$ cat config.mk
export PLATFORM = sky130hd
export DESIGN_NAME = pwm8_timer
export DESIGN_NICKNAME = d
export VERILOG_FILES = /design/src/rtl/pwm8_timer.sv
export SDC_FILE = /design/constraint.sdc
export NUM_CORES = 1
export LEC_CHECK = 0
export BUFFER_PORTS_ARGS = -buffer_cell sky130_fd_sc_hd__buf_2
export CAP_MARGIN = 5
export CORE_MARGIN = 2
export CORE_UTILIZATION = 45
export CTS_CLUSTER_DIAMETER = 200
export CTS_CLUSTER_SIZE = 30
export DETAILED_ROUTE_END_ITERATION = 12
export PLACE_DENSITY = 0.71
export SKIP_LAST_GASP = 1
export SLEW_MARGIN = 20
export SYNTH_ARGS = -nofsm -noshare
export SYNTH_HDL_FRONTEND = slang
export SYNTH_SLANG_ARGS = --single-unit
$ cat constraint.sdc
create_clock -name clk -period 4.5 [get_ports clk]
set_input_delay 0.675 -clock clk [delete_from_list [all_inputs] [get_ports clk]]
set_output_delay 0.675 -clock clk [all_outputs]
set_load 0.02 [all_outputs]
$ cat src/rtl/pwm8_timer.sv
module pwm8_timer #(
  parameter int W  = 8,
  parameter int PW = 11
) (
  input  logic         clk,
  input  logic         rst_n,
  input  logic         slow_en,
  input  logic         wr_en,
  input  logic         wr_sel,
  input  logic [W-1:0] wr_data,
  input  logic         rd_sel,
  output logic [W-1:0] rd_data,
  output logic         pwm_out,
  output logic         irq
);
  logic [4:0]    ctrl;
  logic [W-1:0]  cnt, act, buf_q;
  logic [PW-1:0] pre;
  logic          ff, src_tick;

  wire run     = ctrl[0];
  wire ctrl_wr = wr_en & wr_sel;
  wire duty_wr = wr_en & ~wr_sel;
  wire tick    = run & src_tick;
  wire ovf     = tick & (&cnt);
  wire hit     = tick & (cnt == act);

  always_comb begin
    case (ctrl[4:2])
      3'd0:    src_tick = &pre[10:0];
      3'd1:    src_tick = &pre[6:0];
      3'd2:    src_tick = &pre[4:0];
      3'd3:    src_tick = &pre[2:0];
      3'd4:    src_tick = pre[0];
      3'd5:    src_tick = 1'b1;
      default: src_tick = slow_en;
    endcase
  end

  always_ff @(posedge clk or negedge rst_n) begin
    if (!rst_n) begin
      ctrl  <= '0;
      cnt   <= '0;
      act   <= '0;
      buf_q <= '0;
      pre   <= '0;
      ff    <= 1'b0;
      irq   <= 1'b0;
    end else begin
      pre <= run ? pre + 1'b1 : '0;
      irq <= ovf;
      if (ctrl_wr) ctrl <= wr_data[4:0];
      if (duty_wr) buf_q <= wr_data;
      if (!run || ovf) act <= buf_q;
      if (ctrl_wr && !run) begin
        cnt <= '0;
        ff  <= wr_data[1];
      end else begin
        if (tick) cnt <= cnt + 1'b1;
        if (hit ^ ovf) ff <= ~ff;
      end
    end
  end

  assign pwm_out = ~ff;
  assign rd_data = rd_sel ? {{(W-5){1'b0}}, ctrl} : act;

  p_irq_single_r2: assert property (@(posedge clk) disable iff (!rst_n)
    irq |=> !irq);
  p_wrap_clears_r2: assert property (@(posedge clk) disable iff (!rst_n)
    ovf |=> (cnt == '0) && irq);
  p_active_hold_r4: assert property (@(posedge clk) disable iff (!rst_n)
    (run && !ovf) |=> $stable(act));
  p_stop_hold_r7: assert property (@(posedge clk) disable iff (!rst_n)
    (!run && !ctrl_wr) |=> $stable(pwm_out));
  p_start_load_r8: assert property (@(posedge clk) disable iff (!rst_n)
    (ctrl_wr && !run) |=> (cnt == '0) && (pwm_out == !$past(wr_data[1])));
  p_run_ctrl_r7: assert property (@(posedge clk) disable iff (!rst_n)
    (ctrl_wr && run && !tick) |=> $stable(pwm_out));
endmodule

# [After elaboration in Yosys (flattened, before gate mapping)]
# Cells that the tools add are included.
[totals] reg_bits=42 out_inout_bits=10 wordCells=41 inputBits=14
[op_classes] muxes=7 n_bitwise=8 eq_ne=6 add_sub_neg=2 reduce_logical=11
[ops] op="$mux W8" count=3
[ops] op="$add A11 B1 Y11 const B" count=1
[ops] op="$mux W11" count=1
[ops] op="$reduce_and A11 Y1" count=1
[ops] op="$add A8 B1 Y8 const B" count=1
[ops] op="$eq A8 B8 Y1" count=1
[ops] op="$reduce_and A8 Y1" count=1
[ops] op="$reduce_and A7 Y1" count=1
[ops] op="$eq A3 B2 Y1 const B" count=2
[ops] op="$eq A3 B3 Y1 const B" count=2
[ops] op="$pmux W1 S6" count=1
[ops] op="$and A1 B1 Y1" count=5
[ops] op="$reduce_and A5 Y1" count=1
[ops] op="$reduce_bool A2 Y1" count=2
[ops] op="$eq A3 B1 Y1 const B" count=1
[ops] op="$logic_not A3 Y1" count=1
[ops] op="$reduce_and A3 Y1" count=1
[ops] op="$mux W1" count=2
[ops] op="$not A1 Y1" count=2
[ops] op="$logic_and A1 B1 Y1" count=1
[ops] op="$logic_not A1 Y1" count=1
[ops] op="$logic_or A1 B1 Y1" count=1
[ops] op="$xor A1 B1 Y1" count=1

# [Depth between registers and ports, before layout]
[logic_depth] depth_word=7 mapped_depth=9 depth_no_buf=8

# [Least setup slack after synthesis]
# No wires, ideal clock.
[synth_timing] kind="register to register" start="register pre[0]" end="register act[0]" path_buffers=1 path_slack_ns=2.251 stages_incl_launch_ff=10 t_required_ns=4.372 period_less_slack_ns=2.249 setup_ns=0.128 t_arrival_ns=2.121 cell_sequence="dfrtp_1 ha_1 and3_2 ha_1 mux2_2 nand3b_1 o311a_1 buf_6 o21ai_4 mux2_1"
[synth_via] elab_chain_len=5 word_cells_on_any_way=8 cone_classes="mux (1); bitwise (2); reduce/logical (5)"
[synth_rtl] item="start: declaration" line="18" text="logic [PW-1:0] pre;"
[synth_rtl] item="start signal: assignment" line="50" text="pre <= run ? pre + 1'b1 : '0;"
[synth_rtl] item="$reduce_and A11 Y1 (tied with other cells)" line="30" text="3'd0: src_tick = &pre[10:0];"
[synth_rtl] item="$pmux W1 S6 *" line="29" text="case (ctrl[4:2])"
[synth_rtl] item="$and A1 B1 Y1 *" line="24" text="wire tick = run & src_tick;"
[synth_rtl] item="$and A1 B1 Y1 *" line="25" text="wire ovf = tick & (&cnt);"
[synth_rtl] item="$logic_or A1 B1 Y1 *" line="54" text="if (!run || ovf) act <= buf_q;"
[synth_rtl] item="end signal: assignment" line="54"
[synth_rtl] item="end: declaration" line="17" text="logic [W-1:0] cnt, act, buf_q;"
# Mark *: on every way between the ends. The rest lies on a longest branch, timed or not.
# A chain may end at the register's enable or synchronous reset.

# [Final worst setup path]
# Same ends and word-level chain as after synthesis.

==> results.txt <==
The final hold violation count was 0. The number of different library cells used by synthesis comes to 43. 0 antenna diodes ended up in the layout.

TritonCTS built the clock tree. The average size of a mapped cell was 10.6 µm². The critical path startpoint is pre[0]$_DFF_PN0_. Port buffering added 23 buffers.

The number of gates resized after CTS was 0. For this block, wires on met1 add up to 2.02 mm. For the initial DRC count, the log shows 98.

The clock net in this run drives a total of 42 sinks. Power per cell area: 396 nW/µm². The via density per instance came out at 5.14. The run gives 0 as the number of nets still failing antenna checks after routing. The flow ran to the end, and the final reports show no timing, DRC or antenna violations.

The maximum vdd drop came out at 0.000232 V. The number of buffers added to fix hold violations after cts was 0; the longest individual stage delay on the worst path was 440 ps. The floorplan step defined a core boundary enclosing 4720 µm².

The number of buffers and inverters on the critical path was 0. The worst hold path cell count was 2; the total CTS buffers was 5. The tools report the buffer cell driving the clock tree root as clkbuf_8.

The cell area that synthesis handed to floorplanning was 2190 µm². The floorplan die width was 73.8 µm. Sequential cells were found to cover 47.9% of the synthesized design area. The vertical extent of the die was 73.8 µm. The setup path with the least slack is of type flop to flop.

For this run, the detailed router's first-pass iteration total came to 4. For flop-to-flop paths, the worst setup slack is 1920 ps. Start point of the worst hold path: buf_q[0]$_DFFE_PN0P_.

For this block, the routed nets add up to 4.13 mm of wire. The tools report the number of vias after detailed routing as 1511. The tools report the slack of the critical path as 1920 ps. The tools report the total of warnings raised by yosys as 0. Data on the critical path arrives at its endpoint at 2760 ps. The tool flagged a number of max-cap violations equal to 0. The placed wire-length estimate after detailed placement was 2.95 mm; the clock transition time at the flip-flop clock pins of the worst setup and hold paths was 80 ps. The layout overhead on the synthesized area works out to 11.1%. STA classifies the critical path startpoint as a flop. The run gives 46.4% as the initial core utilization. Summed over all nets, wire length on met3 after detailed routing comes to 105 µm.

The tools report the total overflow reported by the global router as 0. The worst hold path class is flop to flop. The synthesized design contains 42 register bits.

The initial antenna violation count is 0. Synthesis produced 206 cells. The relative max-transition margin was 38.1%; the length of routed met2 wiring was 1.89 mm. The library cell with the largest summed area after synthesis was dfrtp_1. When the netlist entered floorplanning its net count stood at 224. For this run, design rule violations remaining after detail routing come to 0. The logs give 0 ps for the sum of negative setup slack and 4680 ps for the data required time at the worst endpoint.

In the layout the commonest cells are dfrtp_1, nand2_1, buf_2. The library cell used most frequently in the layout, excluding fill and tap cells, is dfrtp_1. The critical path depth was 8; the die area was 5450 µm². In this run the core area contains 25 standard-cell rows. The run gives 0 as the number of buffers inserted by post-CTS setup repair. Routed signal wires occupy layers up through met4. Maximum number of pins on one net before global-route repair: 43. The final setup violation count was 0. The max-slew violation total from the final report is 0. At the end of routability-driven placement, the weighted congestion stood at 0.740. OpenSTA, run right after detailed placement, puts the worst setup slack at 1890 ps. The tools report the overall fraction of global-route tracks in use as 17.6%. By instance count, the cell type seen most on the critical path is ha_1. No sink is reached through more buffers than the 2 on the longest clock path.

The start of the worst register-to-register path was pre[0]$_DFF_PN0_. Static timing analysis puts the maximum clock frequency at 0.388 GHz. In this run the biggest area consumer among cell types represents 47.9% of the synthesized area.

The cell depth of the worst flop-to-flop path came out at 8. The leakage power of the design is 0.00112 µW, and the worst-skew pair later-pin latency is 300 ps. For this run, the post-layout net count is 245. During I/O placement, the number of pins put on the boundary was 24. The first-pass GRT wire length was 7.31 mm.

The final critical path takes up 57.3% of the cycle. The kind of cell with the highest combined delay along the critical path is multiplexers. Along the worst path, the maximum fanout reaches 9. After the flow finishes, the layout carries non-filler instances totaling 294. For the largest clock skew in the final design, the log shows 5.51 ps. The number of global-route vias before repair was 1565; the final routed wire length divided by cell count was 14.0 µm.

The reg-to-reg endpoint was act[0]$_DFFE_PN0P_. The post-route netlist has 24.2% of its cells at a drive strength greater than 1. The worst hold path terminates at buf_q[0]$_DFFE_PN0P_. The worst-path cell with the longest stage delay was dfrtp_1. The utilization after layout came out at 51.5%. The worst setup path is captured at a flop. Setup repair after global routing left no endpoint under its margin.

The clock tree synthesis step divided the H-tree into 2 levels. Traced cell by cell, the critical path runs through ha_1 -> and3_2 -> ha_1 -> mux2_2 -> nand3b_1 -> o311a_1 -> o21ai_4 -> mux2_1. Number of placed instances with taps included: 287. By area the synthesized netlist is led by dfrtp_1, mux2_2, nand2_1.

For the finished layout, the period the worst path requires is 2580 ps. Transition time of the tightest slew-check pin: 929 ps.
[sequential cells by signal (all words and copies together), names as in the netlist]
signal and count:
cnt 8, pre 11, buf_q 8, act 8, irq 1, ff 1
ctrl 5
[report_power, final]
group	internal, µW	switching [µW]
clock network	106	129
logic	108	113
registers	432	76.7
total	646	319
[cell usage after synthesis (all sizes together)]
| library cell | number |
|---|---|
| a21boi | 1 |
| a211oi | 2 |
| nor2b | 7 |
| nor3 | 2 |
| nor3b | 1 |
| clkbuf | 8 |
| a31oi | 2 |
| xnor2 | 6 |
| nand2 | 37 |
| mux2i | 4 |
| or3 | 2 |
| ha | 4 |
| o31ai | 1 |
| o311ai | 3 |
| and2 | 9 |
| nor2 | 2 |
| mux2 | 18 |
| xor2 | 9 |
| nor4 | 2 |
| o211ai | 4 |
| inv | 2 |
| and3b | 1 |
| nand3b | 3 |
| a21o | 3 |
| nand3 | 10 |
| a21oi | 2 |
| or4b | 1 |
| and3 | 3 |
| o21ai | 3 |
| nand2b | 3 |
| a41oi | 1 |
| o311a | 1 |
| nand4 | 2 |
| buf | 1 |
| and4 | 2 |
| nand4b | 2 |
| dfrtp | 42 |
[cell families (layout without fill, tap and decap cells)]
| logic type | after synthesis | in the layout | synth area share, % |
|---|---|---|---|
| AOI/OAI and AO/OA | 23 | 23 | 8.39 |
| DFF | 42 | 42 | 47.9 |
| muxes | 22 | 22 | 11.1 |
| adders and majority gates | 4 | 4 | 2.28 |
| and+or+nand+nor | 89 | 89 | 22.1 |
| xor gates and xnor gates | 15 | 15 | 5.99 |
| buffers and inverters | 11 | 32 | 2.23 |
[layout make-up]
cell class | instances | area, µm²
clock inverter | 2 | 15.0
sequential | 42 | 1050
clock buffer | 5 | 68.8
tap | 67 | 83.8
inverter | 2 | 7.51
fill | 431 | 2290
timing repair buffer | 23 | 115
multi-input combinational | 153 | 1090
[worst reg2reg max path: stages, from the launching register on]
cell	delay, ps
dfrtp_1	440
ha_1	300
and3_2	240
ha_1	170
mux2_2	250
nand3b_1	120
o311a_1	430
o21ai_4	170
mux2_1	360
[how the worst max path moves through the flow]
stage / to / slack [ps]
finish: act[0]$_DFFE_PN0P_ / 1920
global route: act[0]$_DFFE_PN0P_ / 1780
CTS: act[0]$_DFFE_PN0P_ / 1880
detailed placement: act[0]$_DFFE_PN0P_ / 1890
global placement: act[0]$_DFFE_PN0P_ / 1960
floorplan: act[0]$_DFFE_PN0P_ / 2250
[per-layer routing]
layer / GRT usage [%] / vias to the layer above
li1: - / 770
met1: 22.8 / 712
met2: 28.0 / 21
met3: 3.70 / 8
met4: 8.28 / 0
met5: 0 / -
[through the flow]
step                      total power [µW]  instance area, µm²  hold slack [ps]
final                                  965                2430              478
after global routing                  1020                2430              512
after CTS                              976                2430              484
after detailed placement               741                2350              461
after global placement                 731                2350              459
after floorplan                        667                2190              379
Note: power is estimated with default switching activity, not from simulation.
